`src/rtl/endian_xor_pkg.sv`:
```
// Package: shared size codes and helper for the byte-order address adjuster.
// Assumes access sizes are powers of two from one byte up to MAX_BYTES.
package endian_xor_pkg;

    // Encoded access size; the code is log2 of the byte count.
    typedef enum logic [1:0] {
        SZ_BYTE  = 2'd0,
        SZ_HALF  = 2'd1,
        SZ_WORD  = 2'd2,
        SZ_DWORD = 2'd3
    } acc_size_e;

    // Table index used for instruction fetches (four-byte entry).
    localparam int unsigned FETCH_SIZE_IDX = 2;

endpackage

```
`src/rtl/exa_mode_reg.sv`:
```
// Module: holds the processor's little-endian mode bit.
// Assumes a write strobe with the new value; reset loads the memory order,
// so that the block starts with matching orders.
module exa_mode_reg #(
    parameter bit MEM_LITTLE = 1'b0
) (
    input  logic clk,
    input  logic rst_n,
    input  logic wr_en,
    input  logic wr_le,
    output logic le_q,
    output logic le_next
);

    // Next mode value: a write replaces it, otherwise it holds.
    always_comb begin
        le_next = wr_en ? wr_le : le_q;
    end

    // Mode register with synchronous active-low reset.
    always_ff @(posedge clk) begin
        if (!rst_n) begin
            le_q <= MEM_LITTLE;
        end else begin
            le_q <= le_next;
        end
    end

endmodule

```
`src/rtl/exa_mask_table.sv`:
```
// Module: registered table with one XOR mask per access size, and the order
// error flag. The table is rebuilt from the next mode value, so it changes at
// the same clock edge as the mode register.
// Assumes MAX_BYTES is a power of two and at least 4.
module exa_mask_table #(
    parameter int unsigned MAX_BYTES  = 8,
    parameter bit          MEM_LITTLE = 1'b0,
    parameter bit          XOR_EN     = 1'b1,
    localparam int unsigned LANE_W    = $clog2(MAX_BYTES),
    localparam int unsigned NUM_SIZES = LANE_W + 1
) (
    input  logic                                clk,
    input  logic                                rst_n,
    input  logic                                le_next,
    output logic [NUM_SIZES-1:0][LANE_W-1:0]    masks,
    output logic                                order_err
);

    localparam logic [LANE_W-1:0] LANE_LIMIT = LANE_W'(MAX_BYTES - 1);

    logic conflict_next;

    // Detect whether the incoming mode disagrees with the memory order.
    always_comb begin
        conflict_next = (le_next != MEM_LITTLE);
    end

    generate
        if (XOR_EN) begin : g_xor
            for (genvar k = 0; k < NUM_SIZES; k++) begin : g_entry
                logic [LANE_W-1:0] entry_q;

                // Entry k: base mask shifted left by k, cut to lane width.
                always_ff @(posedge clk) begin
                    if (!rst_n) begin
                        entry_q <= '0;
                    end else begin
                        entry_q <= conflict_next ?
                                   (LANE_LIMIT << k) & LANE_LIMIT : '0;
                    end
                end

                assign masks[k] = entry_q;
            end
            assign order_err = 1'b0;
        end else begin : g_noxor
            logic err_q;

            // Without the XOR feature, a conflicting mode raises the error flag.
            always_ff @(posedge clk) begin
                if (!rst_n) begin
                    err_q <= 1'b0;
                end else begin
                    err_q <= conflict_next;
                end
            end

            assign masks     = '0;
            assign order_err = err_q;
        end
    endgenerate

endmodule

```
`src/rtl/exa_addr_apply.sv`:
```
// Module: combinational address adjustment. Selects a mask by access size
// (or the four-byte entry for fetches) and XORs it into the low address bits.
// Assumes the size code is log2 of the byte count.
module exa_addr_apply
    import endian_xor_pkg::*;
#(
    parameter int unsigned ADDR_W    = 32,
    parameter int unsigned MAX_BYTES = 8,
    localparam int unsigned LANE_W    = $clog2(MAX_BYTES),
    localparam int unsigned NUM_SIZES = LANE_W + 1
) (
    input  logic [ADDR_W-1:0]                   addr_in,
    input  logic [1:0]                          size_code,
    input  logic                                is_fetch,
    input  logic [NUM_SIZES-1:0][LANE_W-1:0]    masks,
    output logic [ADDR_W-1:0]                   addr_out,
    output logic                                misalign
);

    logic [1:0]        idx;
    logic [LANE_W-1:0] sel_mask;

    // Choose the table index: fetches always use the four-byte entry.
    always_comb begin
        idx = is_fetch ? 2'(FETCH_SIZE_IDX) : size_code;
    end

    // Look up the mask; a code beyond the table selects no flip.
    always_comb begin
        sel_mask = '0;
        for (int i = 0; i < NUM_SIZES; i++) begin
            if (int'(idx) == i) begin
                sel_mask = masks[i];
            end
        end
    end

    // Flip the low lane bits and keep the upper bits as they are.
    always_comb begin
        addr_out = {addr_in[ADDR_W-1:LANE_W], addr_in[LANE_W-1:0] ^ sel_mask};
    end

    // A fetch must be word aligned.
    always_comb begin
        misalign = is_fetch && (addr_in[1:0] != 2'b00);
    end

endmodule

```
`src/rtl/endian_addr_xor.sv`:
```
// Top: byte-order address XOR adjuster. Combines the mode register, the
// registered mask table and the combinational address adjustment.
// Assumes MAX_BYTES is a power of two between 4 and 8, so that the 2-bit size
// code covers every table entry.
module endian_addr_xor #(
    parameter int unsigned ADDR_W     = 32,
    parameter int unsigned MAX_BYTES  = 8,
    parameter bit          MEM_LITTLE = 1'b0,
    parameter bit          XOR_EN     = 1'b1
) (
    input  logic              clk,
    input  logic              rst_n,
    input  logic              mode_wr,
    input  logic              mode_le_in,
    input  logic [1:0]        acc_size,
    input  logic              acc_fetch,
    input  logic [ADDR_W-1:0] acc_addr,
    output logic [ADDR_W-1:0] out_addr,
    output logic              fetch_misalign,
    output logic              order_err
);

    localparam int unsigned LANE_W    = $clog2(MAX_BYTES);
    localparam int unsigned NUM_SIZES = LANE_W + 1;

    logic                             le_q;
    logic                             le_next;
    logic [NUM_SIZES-1:0][LANE_W-1:0] masks;

    exa_mode_reg #(.MEM_LITTLE(MEM_LITTLE)) u_mode (
        .clk     (clk),
        .rst_n   (rst_n),
        .wr_en   (mode_wr),
        .wr_le   (mode_le_in),
        .le_q    (le_q),
        .le_next (le_next)
    );

    exa_mask_table #(
        .MAX_BYTES  (MAX_BYTES),
        .MEM_LITTLE (MEM_LITTLE),
        .XOR_EN     (XOR_EN)
    ) u_table (
        .clk       (clk),
        .rst_n     (rst_n),
        .le_next   (le_next),
        .masks     (masks),
        .order_err (order_err)
    );

    exa_addr_apply #(
        .ADDR_W    (ADDR_W),
        .MAX_BYTES (MAX_BYTES)
    ) u_apply (
        .addr_in   (acc_addr),
        .size_code (acc_size),
        .is_fetch  (acc_fetch),
        .masks     (masks),
        .addr_out  (out_addr),
        .misalign  (fetch_misalign)
    );

    // The mode register value is held for the table; only le_next feeds logic.
    logic unused_le;
    assign unused_le = le_q;

endmodule

```
`config.mk`:
```
export PLATFORM = sky130hd
export DESIGN_NAME = endian_addr_xor
export DESIGN_NICKNAME = d
export VERILOG_FILES = /design/src/rtl/endian_xor_pkg.sv /design/src/rtl/exa_mode_reg.sv /design/src/rtl/exa_mask_table.sv /design/src/rtl/exa_addr_apply.sv /design/src/rtl/endian_addr_xor.sv
export SDC_FILE = /design/constraint.sdc
export NUM_CORES = 1
export LEC_CHECK = 0
export BUFFER_PORTS_ARGS = -buffer_cell sky130_fd_sc_hd__buf_2
export CAP_MARGIN = 20
export CORE_MARGIN = 8
export CORE_UTILIZATION = 25
export CTS_CLUSTER_SIZE = 16
export DETAILED_ROUTE_END_ITERATION = 12
export GPL_TIMING_DRIVEN = 0
export PLACE_DENSITY = 0.83
export SLEW_MARGIN = 10
export SYNTH_ARGS = -nofsm -noshare
export SYNTH_HDL_FRONTEND = slang
export SYNTH_SLANG_ARGS = --single-unit
```
`constraint.sdc`:
```
create_clock -name clk -period 2.5 [get_ports clk]
set_input_delay 0.5 -clock clk [delete_from_list [all_inputs] [get_ports clk]]
set_output_delay 0.5 -clock clk [all_outputs]
set_load 0.005 [all_outputs]
```
==> flow_metrics.env <==
export IMPL_synth_fp_nets=83
export IMPL_drive_above_1_share=0.8605
export IMPL_fillers=132
export IMPL_worst_setup_path_start_kind="input pin"
export IMPL_reg_top3="u_table.g_xor.g_entry.entry_q (1)"
export IMPL_grt_pass1_wl_mm=1.759
export IMPL_finalNetCount=127
export IMPL_crit_top_cell="buf_2"
export IMPL_gr_usage_all_layers=0.07428
export IMPL_postPlaceCellArea_um2=580.6
export IMPL_initial_utilization=0.2702
export IMPL_yosysUniqueCellTypes=13
export IMPL_holdPathStages=2
export IMPL_p_leak_nw=0.3586
export IMPL_vias=389
export IMPL_hold_viol=0
export IMPL_irDropWorstVdd_v=0.00009870
export IMPL_ys_seq_area_frac=0.05694
export IMPL_fin_area_um2=580.6
export IMPL_syn_avg_cell_area_um2=7.991
export IMPL_grt_pass1_vias=440
export IMPL_seqCellArea_um2=20.02
export IMPL_multi_input_area_um2=106.4
export IMPL_synth_warnings=0
export IMPL_powerDensity_nw_per_um2=179.2
export IMPL_wirelength_mm=1.252
export IMPL_cp_data_arrival_time_ps=1220
export IMPL_syn_inst=44
export IMPL_crit_fanout=5
export IMPL_via_per_inst=3.851
export IMPL_cp_end_kind="output pin"
export IMPL_drc=0
export IMPL_finalPower_w=0.0001040
export IMPL_path_delay_family="simple AND/OR/NAND/NOR gates"
export IMPL_drtIter0Drc=1
export IMPL_rows=13
export IMPL_max_cap_violations=0
export IMPL_path_clk_slew_ps=0
export IMPL_drt_pass1_iterations=3
export IMPL_largest_reg_flops=1
export IMPL_timing_hold_ws_ps=556.4
export IMPL_finish_utilization=0.4462
export IMPL_clk_latency_ps=0
export IMPL_n_antenna_cell=0
export IMPL_max_freq_mhz=581.9
export IMPL_required_ps=2000
export IMPL_period_share=0.6874
export IMPL_die_h_um=53.50
export IMPL_finalClockSkew_ps=0
export IMPL_antenna_left=0
export IMPL_status="complete, no violations"
export IMPL_io_pins=73
export IMPL_period_minus_slack_ps=1719
export IMPL_fin_tns_setup_ps=0
export IMPL_cts_resized=0
export IMPL_syn2layout_area_growth_pct=65.12
export IMPL_cp_cell_sequence="buf_2 > nor4b_2 > xor2_1 > buf_2"
export IMPL_setup_viol=0
export IMPL_grt_overflow=0
export IMPL_grt_max_degree=6
export IMPL_largest_register="u_table.g_xor.g_entry.entry_q"
export IMPL_critPathMaxStageDelay_ps=290
export IMPL_hold_path_class="flip-flop to flip-flop"
export IMPL_maxSlewViolCount=0
export IMPL_r2r_cells=2
export IMPL_antenna_found_initial=0
export IMPL_gp_congestion=0.7828
export IMPL_mappedNetlistArea_um2=351.6
export IMPL_ctsHoldBuffers=0
export IMPL_cpMaxStageDelayCell="nor4b_2"
export IMPL_synth_ff_latch_count=1
export IMPL_die_w_um=53.50
export IMPL_wl_per_cell_um=12.40
export IMPL_hpwl_mm=1.218
export IMPL_cp_depth=4
export IMPL_rsz0062_at_grt="no"
export IMPL_critPathBufInv=2
export IMPL_port_buffers=42
export IMPL_critPathKind="input pin to output pin"
export IMPL_post_cts_buffers=0
export IMPL_coreArea_um2=1301
export IMPL_die_area_um2=2862
cells in the mapped netlist, drive strengths merged:
master,instances,share of area
o211ai,1,0.021
conb,1,0.011
nor4b,1,0.043
buf,30,0.64
dfxtp,1,0.057
mux2i,1,0.028
nand4b,1,0.025
xor2,2,0.050
o21a,1,0.021
and3b,1,0.028
nor3b,1,0.021
nor2b,1,0.018
nand2b,2,0.036
placed cells by master (no fill, tap or decap), types with 2 or more instances in the layout:
master	instances
buf_2	42
buf_4	30
nand2b_1	2
xor2_1	2
final timing paths:
check / to / slack (ps) / start
setup / recovery: out_addr[0] / 780 / acc_fetch
hold / removal: u_table.g_xor.g_entry[0].entry_q[1]$_SDFFE_PN0P_ / 560 / u_table.g_xor.g_entry[0].entry_q[1]$_SDFFE_PN0P_
setup reg to reg: u_table.g_xor.g_entry[0].entry_q[1]$_SDFFE_PN0P_ / 1880 / u_table.g_xor.g_entry[0].entry_q[1]$_SDFFE_PN0P_
hold reg to reg: u_table.g_xor.g_entry[0].entry_q[1]$_SDFFE_PN0P_ / 560 / u_table.g_xor.g_entry[0].entry_q[1]$_SDFFE_PN0P_
report_power, final:
group | internal, W | switching (W)
logic | 0.0000586 | 0.0000271
clock network | 0 | 0
registers | 0.0000173 | 0.00000104
metal layers:
metal / part of all wire / wire [um] / vias to the layer above / global-route usage
met4: 0 / 0 / 0 / 0
met3: 0.14 / 180 / 0 / 0.01961
li1: - / - / 195 / -
met5: 0 / 0 / - / 0
met1: 0.33 / 410 / 157 / 0.08087
met2: 0.53 / 661 / 37 / 0.1465
tightest hold or removal path: cells and delay by family (launching register included):
family | cells | cell delay, ps
flip-flops | 1 | 320
multiplexers | 1 | 130
AND/OR/NAND/NOR | 1 | 50
area by class of cell:
class                      count  area share
tap                           15     0.03233
buffer                        30      0.3879
sequential                     1     0.03448
timing repair buffer          42      0.3621
multi-input combinational     13      0.1832
cells by family (layout without fill, tap and decap cells):
logic type	after synthesis	count (layout)	synth area share
buffers and inverters	30	72	0.6406
and+or+nand+nor	7	7	0.1708
AOI/OAI and AO/OA	2	2	0.04272
xor gates and xnor gates	2	2	0.04983
other	1	1	0.01067
muxes	1	1	0.02847
DFF	1	1	0.05694
metrics by stage:
stage	worst slack (ps)	std cells
finish	781.4	101
global route	697.0	101
CTS	772.7	101
detailed placement	773.2	101
global placement	806.8	101
floorplan	1040	44
Note: power is estimated with default switching activity, not from simulation.
